File: src/rtl/tbank_pkg.sv
package tbank_pkg;
  localparam int TAPS      = 5;
  localparam int TAP_STEP  = 2;
  localparam int RUN_W     = 8;
  localparam int CTL_W     = 16;
  localparam int SEL_W     = 3;
  localparam int IE_BIT    = 5;
  localparam int FLAG_BIT  = 8;
  localparam int OFS_RELOAD = 0;
  localparam int OFS_COUNT  = 4;
  localparam int OFS_CTRL   = 8;
  localparam int CH_STRIDE  = 12;

  function automatic int run_reg_offset(bit legacy);
    return legacy ? 2 : 4;
  endfunction

  function automatic int chan_offset(bit legacy, int n);
    return (legacy ? 4 : 8) + CH_STRIDE * n;
  endfunction
endpackage

File: src/rtl/tbank_prescaler.sv
module tbank_prescaler
  import tbank_pkg::*;
#(
  parameter int NTAPS = TAPS,
  parameter int STEP  = TAP_STEP
) (
  input  logic             clk,
  input  logic             rst,
  output logic [NTAPS-1:0] tick_o
);
  localparam int DIV_W = NTAPS * STEP;

  logic [DIV_W-1:0] div_q;

  always_ff @(posedge clk) begin
    if (rst) div_q <= '0;
    else     div_q <= div_q + DIV_W'(1);
  end

  for (genvar k = 0; k < NTAPS; k++) begin : g_tap
    assign tick_o[k] = &div_q[STEP*(k+1)-1:0];
  end

  // the fastest tap never ticks on two adjacent edges
  assert_tap_spacing_R4: assert property (@(posedge clk) disable iff (rst)
    tick_o[0] |=> !tick_o[0]);
endmodule

File: src/rtl/tbank_channel.sv
module tbank_channel
  import tbank_pkg::*;
#(
  parameter int CNT_W = 32,
  parameter int NTAPS = TAPS
) (
  input  logic             clk,
  input  logic             rst,
  input  logic             run_i,
  input  logic [NTAPS-1:0] tick_i,
  input  logic             reload_we_i,
  input  logic             count_we_i,
  input  logic             ctrl_we_i,
  input  logic [CNT_W-1:0] wdata_i,
  output logic [CNT_W-1:0] reload_o,
  output logic [CNT_W-1:0] count_o,
  output logic [CTL_W-1:0] ctrl_o,
  output logic             irq_o
);
  logic [CNT_W-1:0] reload_q, count_q;
  logic [SEL_W-1:0] sel_q;
  logic             ie_q, flag_q, irq_q;
  logic             tap, step, wrap, flag_d, ie_d;

  always_comb begin
    tap = tick_i[0];
    for (int k = 1; k < NTAPS; k++)
      if (sel_q == SEL_W'(k)) tap = tick_i[k];
  end

  assign step   = run_i & tap;
  assign wrap   = step & (count_q == '0);
  assign ie_d   = ctrl_we_i ? wdata_i[IE_BIT] : ie_q;
  assign flag_d = wrap | (flag_q & ~(ctrl_we_i & ~wdata_i[FLAG_BIT]));

  always_ff @(posedge clk) begin
    if (rst) begin
      reload_q <= '1;
      count_q  <= '1;
      sel_q    <= '0;
      ie_q     <= 1'b0;
      flag_q   <= 1'b0;
      irq_q    <= 1'b0;
    end else begin
      if (reload_we_i) reload_q <= wdata_i;
      if (count_we_i)  count_q  <= wdata_i;
      else if (wrap)   count_q  <= reload_q;
      else if (step)   count_q  <= count_q - CNT_W'(1);
      if (ctrl_we_i)   sel_q    <= wdata_i[SEL_W-1:0];
      ie_q   <= ie_d;
      flag_q <= flag_d;
      irq_q  <= flag_d & ie_d;
    end
  end

  always_comb begin
    ctrl_o           = '0;
    ctrl_o[SEL_W-1:0] = sel_q;
    ctrl_o[IE_BIT]   = ie_q;
    ctrl_o[FLAG_BIT] = flag_q;
  end

  assign reload_o = reload_q;
  assign count_o  = count_q;
  assign irq_o    = irq_q;

  assert_hold_when_stopped_R2: assert property (@(posedge clk) disable iff (rst)
    (!run_i && !count_we_i) |=> $stable(count_q));

  assert_decrement_R5: assert property (@(posedge clk) disable iff (rst)
    (step && count_q != '0 && !count_we_i) |=> count_q == $past(count_q) - CNT_W'(1));

  assert_reload_on_zero_R5: assert property (@(posedge clk) disable iff (rst)
    (step && count_q == '0 && !count_we_i) |=> (count_q == $past(reload_q)) && flag_q);

  assert_flag_sticky_R7: assert property (@(posedge clk) disable iff (rst)
    (flag_q && !(ctrl_we_i && !wdata_i[FLAG_BIT])) |=> flag_q);

  assert_flag_needs_underflow_R7: assert property (@(posedge clk) disable iff (rst)
    (!flag_q && !step) |=> !flag_q);

  assert_irq_level_R8: assert property (@(posedge clk) disable iff (rst)
    irq_q |-> (flag_q && ie_q));
endmodule

File: src/rtl/tbank_decode.sv
module tbank_decode
  import tbank_pkg::*;
#(
  parameter int NUM_CH = 3,
  parameter int CNT_W  = 32,
  parameter int ADDR_W = 7,
  parameter bit LEGACY = 1'b0
) (
  input  logic                         clk,
  input  logic                         rst,
  input  logic [ADDR_W-1:0]            addr_i,
  input  logic                         wen_i,
  input  logic                         ren_i,
  input  logic [CNT_W-1:0]             wdata_i,
  input  logic [NUM_CH-1:0][CNT_W-1:0] reload_i,
  input  logic [NUM_CH-1:0][CNT_W-1:0] count_i,
  input  logic [NUM_CH-1:0][CTL_W-1:0] ctrl_i,
  output logic [RUN_W-1:0]             run_o,
  output logic [NUM_CH-1:0]            reload_we_o,
  output logic [NUM_CH-1:0]            count_we_o,
  output logic [NUM_CH-1:0]            ctrl_we_o,
  output logic [CNT_W-1:0]             rdata_o
);
  localparam int RUN_ADDR = run_reg_offset(LEGACY);

  logic              hit_run;
  logic [NUM_CH-1:0] hit_reload, hit_count, hit_ctrl;
  logic [RUN_W-1:0]  run_q;
  logic [CNT_W-1:0]  rd_mux, rdata_q;

  assign hit_run = (addr_i == ADDR_W'(RUN_ADDR));

  for (genvar n = 0; n < NUM_CH; n++) begin : g_hit
    localparam int BASE = chan_offset(LEGACY, n);
    assign hit_reload[n] = (addr_i == ADDR_W'(BASE + OFS_RELOAD));
    assign hit_count[n]  = (addr_i == ADDR_W'(BASE + OFS_COUNT));
    assign hit_ctrl[n]   = (addr_i == ADDR_W'(BASE + OFS_CTRL));
  end

  assign reload_we_o = hit_reload & {NUM_CH{wen_i}};
  assign count_we_o  = hit_count  & {NUM_CH{wen_i}};
  assign ctrl_we_o   = hit_ctrl   & {NUM_CH{wen_i}};

  always_comb begin
    rd_mux = '0;
    if (hit_run) rd_mux = CNT_W'(run_q);
    for (int n = 0; n < NUM_CH; n++) begin
      if (hit_reload[n]) rd_mux = reload_i[n];
      if (hit_count[n])  rd_mux = count_i[n];
      if (hit_ctrl[n])   rd_mux = CNT_W'(ctrl_i[n]);
    end
  end

  always_ff @(posedge clk) begin
    if (rst) begin
      run_q   <= '0;
      rdata_q <= '0;
    end else begin
      if (wen_i && hit_run) run_q <= wdata_i[RUN_W-1:0];
      if (ren_i) rdata_q <= rd_mux;
    end
  end

  assign run_o   = run_q;
  assign rdata_o = rdata_q;

  assert_single_target_R3: assert property (@(posedge clk) disable iff (rst)
    $onehot0({hit_run, hit_reload, hit_count, hit_ctrl}));

  assert_run_update_R10: assert property (@(posedge clk) disable iff (rst)
    !(wen_i && hit_run) |=> $stable(run_q));
endmodule

File: src/rtl/countdown_timer_bank.sv
module countdown_timer_bank
  import tbank_pkg::*;
#(
  parameter int NUM_CH     = 3,
  parameter int CNT_W      = 32,
  parameter int ADDR_W     = 7,
  parameter bit LEGACY_MAP = 1'b0
) (
  input  logic              clk,
  input  logic              rst,
  input  logic [ADDR_W-1:0] bus_addr_i,
  input  logic              bus_wen_i,
  input  logic              bus_ren_i,
  input  logic [CNT_W-1:0]  bus_wdata_i,
  output logic [CNT_W-1:0]  bus_rdata_o,
  output logic [NUM_CH-1:0] irq_o
);
  logic [TAPS-1:0]             tick;
  logic [RUN_W-1:0]            run;
  logic [NUM_CH-1:0]           reload_we, count_we, ctrl_we;
  logic [NUM_CH-1:0][CNT_W-1:0] reload_v, count_v;
  logic [NUM_CH-1:0][CTL_W-1:0] ctrl_v;

  tbank_prescaler #(.NTAPS(TAPS), .STEP(TAP_STEP)) u_presc (
    .clk    (clk),
    .rst    (rst),
    .tick_o (tick)
  );

  tbank_decode #(
    .NUM_CH (NUM_CH),
    .CNT_W  (CNT_W),
    .ADDR_W (ADDR_W),
    .LEGACY (LEGACY_MAP)
  ) u_decode (
    .clk         (clk),
    .rst         (rst),
    .addr_i      (bus_addr_i),
    .wen_i       (bus_wen_i),
    .ren_i       (bus_ren_i),
    .wdata_i     (bus_wdata_i),
    .reload_i    (reload_v),
    .count_i     (count_v),
    .ctrl_i      (ctrl_v),
    .run_o       (run),
    .reload_we_o (reload_we),
    .count_we_o  (count_we),
    .ctrl_we_o   (ctrl_we),
    .rdata_o     (bus_rdata_o)
  );

  for (genvar n = 0; n < NUM_CH; n++) begin : g_ch
    tbank_channel #(.CNT_W(CNT_W), .NTAPS(TAPS)) u_ch (
      .clk         (clk),
      .rst         (rst),
      .run_i       (run[n]),
      .tick_i      (tick),
      .reload_we_i (reload_we[n]),
      .count_we_i  (count_we[n]),
      .ctrl_we_i   (ctrl_we[n]),
      .wdata_i     (bus_wdata_i),
      .reload_o    (reload_v[n]),
      .count_o     (count_v[n]),
      .ctrl_o      (ctrl_v[n]),
      .irq_o       (irq_o[n])
    );
  end
endmodule

File: config.mk
export PLATFORM = sky130hd
export DESIGN_NAME = countdown_timer_bank
export DESIGN_NICKNAME = d
export VERILOG_FILES = /design/src/rtl/tbank_pkg.sv /design/src/rtl/tbank_prescaler.sv /design/src/rtl/tbank_channel.sv /design/src/rtl/tbank_decode.sv /design/src/rtl/countdown_timer_bank.sv
export SDC_FILE = /design/constraint.sdc
export NUM_CORES = 1
export LEC_CHECK = 0
export ABC_CLOCK_PERIOD_IN_PS = 3400
export BUFFER_PORTS_ARGS = -buffer_cell sky130_fd_sc_hd__buf_2
export CAP_MARGIN = 25
export CORE_ASPECT_RATIO = 1.1
export CORE_MARGIN = 1.5
export CORE_UTILIZATION = 43
export CTS_BUF_LIST = sky130_fd_sc_hd__clkbuf_4
export DETAILED_ROUTE_END_ITERATION = 10
export PLACE_DENSITY = 0.6
export SETUP_SLACK_MARGIN = 0.05
export SYNTH_ARGS = -nofsm -noshare
export SYNTH_HDL_FRONTEND = slang
export SYNTH_SLANG_ARGS = --single-unit
export TNS_END_PERCENT = 10
File: constraint.sdc
create_clock -name clk -period 3.4 [get_ports clk]
set_clock_uncertainty 0.1 [all_clocks]
set_input_delay 1.02 -clock clk [delete_from_list [all_inputs] [get_ports clk]]
set_output_delay 1.02 -clock clk [all_outputs]
set_load 0.02 [all_outputs]
==> Flow_metrics.wiki <==
{| class="wikitable"
! Metric !! Value
|-
| Result of the run || finished clean
|-
| Layout Cell Area excl Fill || around 17000 um2
|-
| Inserted Clock Buffers || between 70 and 80
|-
| Met2 Track Usage GR || about half
|-
| Yosys warning count || 0
|-
| Power per unit of standard cell area || just under 400 nW/um2
|-
| Via count || 15940
|-
| Number of inserted filler cells in the final layout || 3484
|-
| Unrepaired setup endpoints after global routing || false
|-
| Post-detailed-route wirelength per cell || 22.28 um
|-
| Max Buffers Root-to-Sink || 3
|-
| Number of buffers added to fix hold violations after cts || 0
|-
| #FFs+latches synth || 260
|-
| Hold Crit Class || reg -> reg
|-
| Overall global routing resource usage || 32.86%
|-
| Final cell utilization of the core || 50.27%
|-
| Total Die Area || 35310 um2
|-
| Area after detailed placement || 15890 um2
|-
| Compound-cell area share of the yosys netlist || 23.24%
|-
| Synth cell types || 76
|-
| Global-route met1 utilization || 44.92%
|-
| Number of routed nets with antenna violations || 0
|-
| Upper clock frequency limit || about 330 MHz
|-
| Syn Std Cell Area || 14700 um2
|-
| Layout Cells excl Fill || 2587
|-
| Die X || between 150 and 200 um
|-
| Clock tree from TritonCTS || yes
|-
| Critical Path Start Type || flop
|-
| Average size of a mapped cell || 7.304 um2
|-
| Ports placed on the boundary || about 80
|-
| Met3 Track Usage GR || 8.160%
|-
| Prevailing post-synth register cell || sky130_fd_sc_hd__dfxtp_1
|-
| Mapped Nets || 2063
|-
| Share of synthesized area spent on multiplexers || approximately 2.6%
|-
| Maximum level of the CTS H-tree || 3
|-
| Cell Count Post-Placement || 2459
|-
| GRT Max-Usage Layer || met2
|-
| Fraction of the cycle the final worst path needs || 89.48%
|-
| Synth Area in Adders || 0.5957%
|-
| Synthesized instance count || 2013
|-
| Post-CTS setup buffer count || 0
|-
| Area fraction in and, or, nand and nor cells after synthesis || 28.80%
|-
| Antenna violations before repair || 1
|-
| Nets@finish || 2153
|-
| Final setup vio count || 0
|-
| Total overflow reported by the global router || 0
|-
| Worst reg2reg setup slack || around 0.36 ns
|-
| Required time at the worst-slack endpoint || 3.90 ns
|-
| HPWL reported at the end of detailed placement || 41280 um
|-
| Worst-margin pin slew || 0.8483 ns
|-
| Leakage component of the power || 6.674 nW
|-
| Chip Height || 196.9 um
|-
| Final WL || 57650 um
|-
| Effective utilization at floorplan || 43.95%
|-
| Detail-routed via count per cell || 6.161
|-
| Endpoint class of the critical path || flop
|-
| Relative slew slack || roughly 43%
|-
| Layout cell share with drive strength beyond 1 || between 15 and 20%
|-
| Clock latency at the later pin of the worst-skew pair || 0.74 ns
|-
| Top cells by area in the synthesized netlist || sky130_fd_sc_hd__dfxtp_1 35%, sky130_fd_sc_hd__nand2_1 11%, sky130_fd_sc_hd__nand3_1 5.4%
|-
| Sink count of the clock tree || 260
|-
| Largest family of logic cells by synthesized area || simple AND/OR/NAND/NOR gates
|-
| Detailed-route DRC error count || 0
|-
| Maximum net fanout on the critical path || 55
|-
| Start-to-end type of the worst setup path || reg -> reg
|-
| Number of enable-type register cells in the synthesized netlist || 0
|-
| Most numerous cell in the Yosys netlist || sky130_fd_sc_hd__nand2_1
|-
| Global-route wire length before repair || 88530 um
|-
| Clock-pin slew of the registers on the worst-case setup and hold paths || 0.06 ns
|-
| Initial drt markers || between 1500 and 2000
|-
| Placement row count || 70
|-
| Post-synthesis cell type with the largest combined area || sky130_fd_sc_hd__dfxtp_1
|-
| Top-area cell type share of the netlist area || 35.40%
|-
| Synthesized-area fraction occupied by xor and xnor cells || 4.289%
|-
| Worst voltage drop across the vdd grid || around 0.23 mV
|-
| Area growth syn-to-layout || 14.38%
|-
| Hold Vio Cnt, Final || 0
|-
| Drt first pass iters || 6
|-
| Number of global-route vias before repair || 15040
|-
| Arr. time, crit path || 3.54 ns
|-
| Portion of the post-synthesis area used by sequential elements || 35.40%
|-
| Maximum number of pins on one net before global-route repair || 56
|-
| Fraction of registers with async set/reset || 0%
|-
| Count of final max-slew check failures || 0
|-
| Ranking of synthesized cells by instance count || 418 x sky130_fd_sc_hd__nand2_1, 260 x sky130_fd_sc_hd__dfxtp_1, 159 x sky130_fd_sc_hd__nand3_1
|-
| Std-Cell Core Area || roughly 33000 um2
|-
| Maxcap violations || 0
|-
| Cell at the root of the clock tree || sky130_fd_sc_hd__clkbuf_4
|-
| Count of cells resized by post-cts repair || 0
|-
| Routability congestion estimate from global placement || 0.9830
|-
| Fin crit period || ~3.0 ns
|-
| Fin Setup TNS || 0 ns
|-
| Count of buffers inserted at the top-level ports || 77
|}
[cells by family after synthesis]
family	after synthesis
AND/OR/NAND/NOR	921
AO/OA/AOI/OAI	527
flip-flops	260
buffers and inverters	188
XOR/XNOR	72
multiplexers	38
adder cells (fa/ha/maj)	7
[where the power goes]
part,switching [mW],leakage (nW),internal (mW),total [mW]
sequential,0.0235,2.10,3.07,3.09
clock,1.40,0.555,1.56,2.96
combinational,0.323,4.01,0.125,0.448
total,1.75,6.67,4.75,6.50
[metal layers]
metal	part of all wire [%]	vias up
met3	10	125
li1	-	7475
met5	0	-
met4	3.1	0
met2	44	795
met1	42	7543
[stage by stage]
| stage | power, mW | setup WS [ns] | hold slack (ns) |
|---|---|---|---|
| floorplan | 3.362 | 0.1679 | 0.3299 |
| CTS | 6.541 | 0.3902 | 0.3576 |
| global route | 6.758 | 0.2179 | 0.3790 |
| finish | 6.498 | 0.3578 | 0.3540 |
| detailed placement | 3.590 | 0.004494 | 0.3456 |
| global placement | 3.588 | 0.04666 | 0.3337 |
[layout by cell type (no fill, tap or decap), types with 11 or more instances in the layout]
master                        n
sky130_fd_sc_hd__nand2_1    418
sky130_fd_sc_hd__dfxtp_1    260
sky130_fd_sc_hd__nand3_1    159
sky130_fd_sc_hd__a21oi_1    136
sky130_fd_sc_hd__nor2_1     133
sky130_fd_sc_hd__o21ai_0    129
sky130_fd_sc_hd__clkbuf_4   111
sky130_fd_sc_hd__buf_4      101
sky130_fd_sc_hd__buf_2       76
sky130_fd_sc_hd__o211ai_1    56
sky130_fd_sc_hd__nor3_1      54
sky130_fd_sc_hd__xor2_1      40
sky130_fd_sc_hd__mux2i_1     34
sky130_fd_sc_hd__xnor2_1     32
sky130_fd_sc_hd__a22oi_1     29
sky130_fd_sc_hd__nor4_1      28
sky130_fd_sc_hd__a211oi_1    26
sky130_fd_sc_hd__or3_1       21
sky130_fd_sc_hd__a31oi_1     19
sky130_fd_sc_hd__inv_1       17
sky130_fd_sc_hd__nand4_1     13
sky130_fd_sc_hd__and3_1      12
sky130_fd_sc_hd__or4_1       11
sky130_fd_sc_hd__a2bb2oi_1   11
sky130_fd_sc_hd__clkinv_1    11
[sequential cells by signal, indices dropped and copies added, names as in the netlist]
register,count
g_ch.u_ch.reload_o,96
g_ch.u_ch.count_o,96
u_presc.div_q,10
u_decode.rdata_o,32
g_ch.u_ch.flag_q,3
g_ch.u_ch.sel_q,9
g_ch.u_ch.irq_o,3
u_decode.run_o,8
g_ch.u_ch.ie_q,3
[cell type report]
cell class / count / area [um2] / share of cell area [%]
multi-input combinational: 1565 / 8798 / 52.32
tap: 432 / 540.5 / 3.214
clock buffer: 111 / 833.3 / 4.955
timing repair buffer: 184 / 1279 / 7.604
sequential: 260 / 5205 / 30.95
antenna: 1 / 2.502 / 0.01488
inverter: 18 / 68.82 / 0.4092
clock inverter: 16 / 90.09 / 0.5357
[worst paths after layout]
check | cells past startpoint | start | to
worst min register to register | 2 | u_decode.rdata_o[12] | u_decode.rdata_o[12]
worst max-delay path | 6 | g_ch[2].u_ch.count_o[24] | g_ch[2].u_ch.count_o[18]
worst max register to register | 6 | g_ch[2].u_ch.count_o[24] | g_ch[2].u_ch.count_o[18]
worst min-delay path | 2 | u_decode.rdata_o[12] | u_decode.rdata_o[12]
[worst max-delay path: stages, from the launching register on]
cell	delay, ns
sky130_fd_sc_hd__dfxtp_1	0.36
sky130_fd_sc_hd__or4_4	0.59
sky130_fd_sc_hd__or4_4	0.45
sky130_fd_sc_hd__or4_4	0.86
sky130_fd_sc_hd__nor2_1	0.20
sky130_fd_sc_hd__a21oi_1	0.06
sky130_fd_sc_hd__a211o_1	0.31
Power figures use the tool's default switching activity.
